<file path="config.mk">
export PLATFORM = sky130hd
export DESIGN_NAME = rwwg_top
export DESIGN_NICKNAME = d
export VERILOG_FILES = /design/src/rtl/rwwg_pkg.sv /design/src/rtl/rwwg_page_class.sv /design/src/rtl/rwwg_ctrl.sv /design/src/rtl/rwwg_fetch_gate.sv /design/src/rtl/rwwg_top.sv
export SDC_FILE = /design/constraint.sdc
export NUM_CORES = 1
export LEC_CHECK = 0
export BUFFER_PORTS_ARGS = -buffer_cell sky130_fd_sc_hd__buf_2
export CAP_MARGIN = 20
export CORE_AREA = 2 2 39 41
export CTS_CLUSTER_DIAMETER = 200
export DETAILED_ROUTE_END_ITERATION = 8
export DIE_AREA = 0 0 41 43
export GPL_ROUTABILITY_DRIVEN = 0
export PLACE_DENSITY = 0.86
export SLEW_MARGIN = 0
export SYNTH_ARGS = -nofsm -noshare
export SYNTH_HDL_FRONTEND = slang
export SYNTH_SLANG_ARGS = --single-unit
</file>
<file path="constraint.sdc">
create_clock -name clk -period 4.6 [get_ports clk]
set_input_delay 0.69 -clock clk [delete_from_list [all_inputs] [get_ports clk]]
set_output_delay 0.69 -clock clk [all_outputs]
set_load 0.05 [all_outputs]
</file>
<file path="src/rtl/rwwg_pkg.sv">
package rwwg_pkg;

    typedef enum logic [1:0] {
        ST_IDLE     = 2'd0,
        ST_RWW_RUN  = 2'd1,
        ST_RWW_HOLD = 2'd2,
        ST_NRWW_RUN = 2'd3
    } guard_state_e;

    typedef struct packed {
        logic in_rww;
        logic in_boot;
    } page_class_t;

endpackage

</file>
<file path="src/rtl/rwwg_page_class.sv">
module rwwg_page_class
    import rwwg_pkg::*;
#(
    parameter int PAGE_W    = 8,
    parameter int RWW_PAGES = 224,
    parameter int BOOT_PAGE = 240
) (
    input  logic [PAGE_W-1:0] page,
    output page_class_t       cls
);
    localparam logic [PAGE_W:0] RWW_LIM  = (PAGE_W+1)'(RWW_PAGES);
    localparam logic [PAGE_W:0] BOOT_LIM = (PAGE_W+1)'(BOOT_PAGE);

    always_comb begin
        cls.in_rww  = ({1'b0, page} < RWW_LIM);
        cls.in_boot = ({1'b0, page} >= BOOT_LIM);
    end
endmodule

</file>
<file path="src/rtl/rwwg_ctrl.sv">
module rwwg_ctrl
    import rwwg_pkg::*;
(
    input  logic        clk,
    input  logic        rst_n,
    input  logic        op_start,
    input  page_class_t op_cls,
    input  logic        op_done,
    input  logic        reread_en,
    input  logic        boot_lock,
    output logic        rww_blocked,
    output logic        halt,
    output logic        reject
);
    guard_state_e state_q, state_d;
    logic         refuse;

    always_comb begin
        refuse = op_start && ((state_q != ST_IDLE) || (boot_lock && op_cls.in_boot));
    end

    always_comb begin
        state_d = state_q;
        unique case (state_q)
            ST_IDLE: begin
                if (op_start && !refuse)
                    state_d = op_cls.in_rww ? ST_RWW_RUN : ST_NRWW_RUN;
            end
            ST_RWW_RUN: begin
                if (op_done)
                    state_d = ST_RWW_HOLD;
            end
            ST_RWW_HOLD: begin
                if (reread_en)
                    state_d = ST_IDLE;
            end
            ST_NRWW_RUN: begin
                if (op_done)
                    state_d = ST_IDLE;
            end
            default: state_d = ST_IDLE;
        endcase
    end

    always_ff @(posedge clk or negedge rst_n) begin
        if (!rst_n)
            state_q <= ST_IDLE;
        else
            state_q <= state_d;
    end

    always_comb begin
        rww_blocked = 1'b0;
        halt        = 1'b0;
        reject      = refuse;
        unique case (state_q)
            ST_IDLE:     ;
            ST_RWW_RUN:  rww_blocked = 1'b1;
            ST_RWW_HOLD: rww_blocked = 1'b1;
            ST_NRWW_RUN: halt        = 1'b1;
            default:     ;
        endcase
    end
endmodule

</file>
<file path="src/rtl/rwwg_fetch_gate.sv">
module rwwg_fetch_gate
    import rwwg_pkg::*;
#(
    parameter int              DATA_W    = 16,
    parameter logic [DATA_W-1:0] FILL_WORD = '1
) (
    input  logic              fetch_valid,
    input  page_class_t       fetch_cls,
    input  logic [DATA_W-1:0] flash_rdata,
    input  logic              rww_blocked,
    input  logic              halt,
    output logic              grant,
    output logic [DATA_W-1:0] rdata,
    output logic              violation
);
    logic allowed;

    always_comb begin
        allowed   = !halt && !(rww_blocked && fetch_cls.in_rww);
        grant     = fetch_valid && allowed;
        violation = fetch_valid && !allowed;
        rdata     = grant ? flash_rdata : FILL_WORD;
    end
endmodule

</file>
<file path="src/rtl/rwwg_top.sv">
module rwwg_top
    import rwwg_pkg::*;
#(
    parameter int                ADDR_W    = 14,
    parameter int                WORD_BITS = 6,
    parameter int                DATA_W    = 16,
    parameter int                RWW_PAGES = 224,
    parameter int                BOOT_PAGE = 240,
    parameter logic [DATA_W-1:0] FILL_WORD = 16'hFFFF,
    localparam int               PAGE_W    = ADDR_W - WORD_BITS
) (
    input  logic              clk,
    input  logic              rst_n,
    input  logic              fetch_valid,
    input  logic [ADDR_W-1:0] fetch_addr,
    input  logic [DATA_W-1:0] flash_rdata,
    input  logic              op_start,
    input  logic [PAGE_W-1:0] op_page,
    input  logic              op_done,
    input  logic              reread_en,
    input  logic              boot_lock,
    output logic              fetch_grant,
    output logic [DATA_W-1:0] fetch_rdata,
    output logic              access_violation,
    output logic              cpu_halt,
    output logic              sect_busy,
    output logic              op_reject
);
    page_class_t fetch_cls, op_cls;
    logic        rww_blocked, halt;

    rwwg_page_class #(.PAGE_W(PAGE_W), .RWW_PAGES(RWW_PAGES), .BOOT_PAGE(BOOT_PAGE))
        u_fetch_cls (.page(fetch_addr[ADDR_W-1:WORD_BITS]), .cls(fetch_cls));

    rwwg_page_class #(.PAGE_W(PAGE_W), .RWW_PAGES(RWW_PAGES), .BOOT_PAGE(BOOT_PAGE))
        u_op_cls (.page(op_page), .cls(op_cls));

    rwwg_ctrl u_ctrl (
        .clk        (clk),
        .rst_n      (rst_n),
        .op_start   (op_start),
        .op_cls     (op_cls),
        .op_done    (op_done),
        .reread_en  (reread_en),
        .boot_lock  (boot_lock),
        .rww_blocked(rww_blocked),
        .halt       (halt),
        .reject     (op_reject)
    );

    rwwg_fetch_gate #(.DATA_W(DATA_W), .FILL_WORD(FILL_WORD)) u_gate (
        .fetch_valid(fetch_valid),
        .fetch_cls  (fetch_cls),
        .flash_rdata(flash_rdata),
        .rww_blocked(rww_blocked),
        .halt       (halt),
        .grant      (fetch_grant),
        .rdata      (fetch_rdata),
        .violation  (access_violation)
    );

    assign cpu_halt  = halt;
    assign sect_busy = rww_blocked;
endmodule

</file>
==> out/qor.yml <==
status:
  status: "finished clean"
routing:
  drt_wl_total_mm: 1.08
  antenna_left: 0
  drt-initial-drc-count: 3
  vias: 472
  post-route-drc-count: 0
  routed_via_density: 4.29
  first_pass_iters: 2
  avgRoutedWirePerCell_um: 9.79
setup_path:
  critPathMaxStageDelay_ns: 0.38
  required_ns: 3.91
  worst-setup-path-type: "reg2out"
  critPathArrivalTime_ns: 1.87
  cp_max_fo: 17
  cp.buffers_inverters: 2
  startpoint_type: "flop"
  endpoint_kind: "output port"
  cpLargestDelayFamily: "simple AND/OR/NAND/NOR gates"
  critical_path.cell_chain: "inv_1, ha_1, a21oi_1, and2_2, nand2b_1, buf_2"
  cpMaxStageDelayCell: "dfrtp_1"
global_routing:
  grt_pass1_vias: 364
  gr-total-overflow: 0
  grt_usage_pct: 11.9
  antenna_found_initial: 0
  grt_pass1_wl_mm: 1.41
  grt_max_degree: 18
place:
  dp_hpwl_um: 992
  port_buffers: 50
  dpl.cell_count: 107
timing:
  fin_skew_ns: 0.00212
  fmax_mhz: 391
  final-max-slew-violation-count: 0
  rsz0062_at_grt: "no"
  hold_viol: 0
  finalCriticalPeriod_ns: 2.56
  post-route-period-util_pct: 55.7
  maxSlewHeadroom_pct: 82.1
  setup_tns_ns: 0
  tightest_slew_ns: 0.269
  holdWs_ns: 0.246
  setup_viol: 0
cts:
  ctsRootBufferMaster: "clkbuf_4"
  cts_inserted_buffers: 3
  clock_latency_ns: 0.22
  tritoncts: "built"
  hold_buffers: 0
  clkTransAtPathRegs_ns: 0.03
  clock_sinks: 2
  cts-htree-levels: 1
  clockBufferDepth: 2
  cts_resized: 0
  postCtsSetupBuffers: 0
floorplan:
  die_h_um: 43
  core_area_mm2: 0.00138
  num_rows: 14
  die_area_mm2: 0.00176
  die_w_um: 41
  initial_core_util_pct: 24.3
  io_pins: 66
layout:
  biggestRegsByFlops: "u_ctrl.state_q: 2 flops"
  fill_cells: 129
  drive_gt1_share_pct: 59.6
  nets: 146
  multi_input_area_um2: 267
  final_cell_mix: "buf_2, nand2b_1, ha_1, inv_1, clkbuf_4"
  seq_area_um2: 50.0
  instances_no_fill: 110
  layout_commonest_cell: "buf_2"
  largest_reg_flops: 2
  synthToLayoutAreaGrowth_pct: 85.5
  top_register: "u_ctrl.state_q"
  diodes: 0
synth:
  ys_warn_count: 0
  yosysUniqueCellTypes: 16
  synth.top_cells.by_area: "nand2b_1, ha_1, dfrtp_1"
  yosysTopAreaCell: "nand2b_1"
  synth_area_um2: 337
  netlist.area_leader.share_pct: 29.7
  syn_inst: 42
  seq_area_frac_synth_pct: 14.9
  ys_seq_elements: 2
  synth_fp_nets: 92
  synth_area_per_cell_um2: 8.01
hold_path:
  min_path_type: "in2async"
power:
  irDropWorstVdd_v: 0.000373
  power_leakage_nw: 0.335
  powerDensity_mw_per_mm2: 741
job:
  drv_cap: 0
## kinds of logic after synthesis
logic type | share of synthesized area [%]
flops | 14.9
simple gates | 41.3
compound gates | 10.0
mux | 9.29
buf+inv | 5.95
fa+ha+maj | 18.6
## report_power, final
part	internal [mW]	total, mW	switching [mW]	leakage [nW]
Sequential	0.0262	0.0337	0.00748	0.0249
Combinational	0.0962	0.391	0.295	0.296
Clock	0.0287	0.0380	0.00927	0.0138
## Yosys cell counts (all sizes together)
master and number:
nand3 2, a31o 1, a21oi 3, and3 1
dfrtp 2, clkbuf 1, and2 1, ha 5
mux2i 2, o22ai 1, nand2b 16, mux2 1
inv 4, nor2 1, nor2b 1
## area by class of cell
| cell class | instances | share of cell area, % |
|---|---|---|
| Inverter | 4 | 2.40 |
| Clock buffer | 3 | 3.61 |
| Tap cell | 16 | 3.21 |
| Multi-Input combinational cell | 35 | 42.7 |
| Sequential cell | 2 | 8.02 |
| Timing Repair Buffer | 50 | 40.1 |
## through the flow
step	util, %	total power [mW]	worst slack (ns)	cell area (um^2)
finish	45.1	0.463	2.04	624
global route	45.1	0.497	1.88	624
CTS	45.1	0.470	2.01	624
detailed placement	43.5	0.430	2.16	602
global placement	43.5	0.421	2.20	602
floorplan	-	0.348	1.75	337
## per-layer routing
metal | track usage, % | share of wire, % | vias to the layer above
li1 | - | - | 243
met1 | 9.35 | 30 | 197
met2 | 23.1 | 55 | 32
met3 | 3.14 | 15 | 0
met4 | 6.00 | 0 | 0
met5 | 0 | 0 | -
## path summary, 6_finish.rpt
check / start / endpoint / slack (ns) / depth (start not counted)
min in group clk: u_ctrl.state_q[0] / u_ctrl.state_q[0] / 0.56 / 1
worst max register to register: u_ctrl.state_q[1] / u_ctrl.state_q[0] / 3.12 / 6
worst min register to register: u_ctrl.state_q[0] / u_ctrl.state_q[0] / 0.56 / 1
max in group asynchronous: rst_n / u_ctrl.state_q[1] / 4.26 / 1
worst max-delay path: u_ctrl.state_q[0] / fetch_rdata[13] / 2.04 / 6
worst min-delay path: rst_n / u_ctrl.state_q[0] / 0.25 / 1
Note: power is estimated with default switching activity, not from simulation.
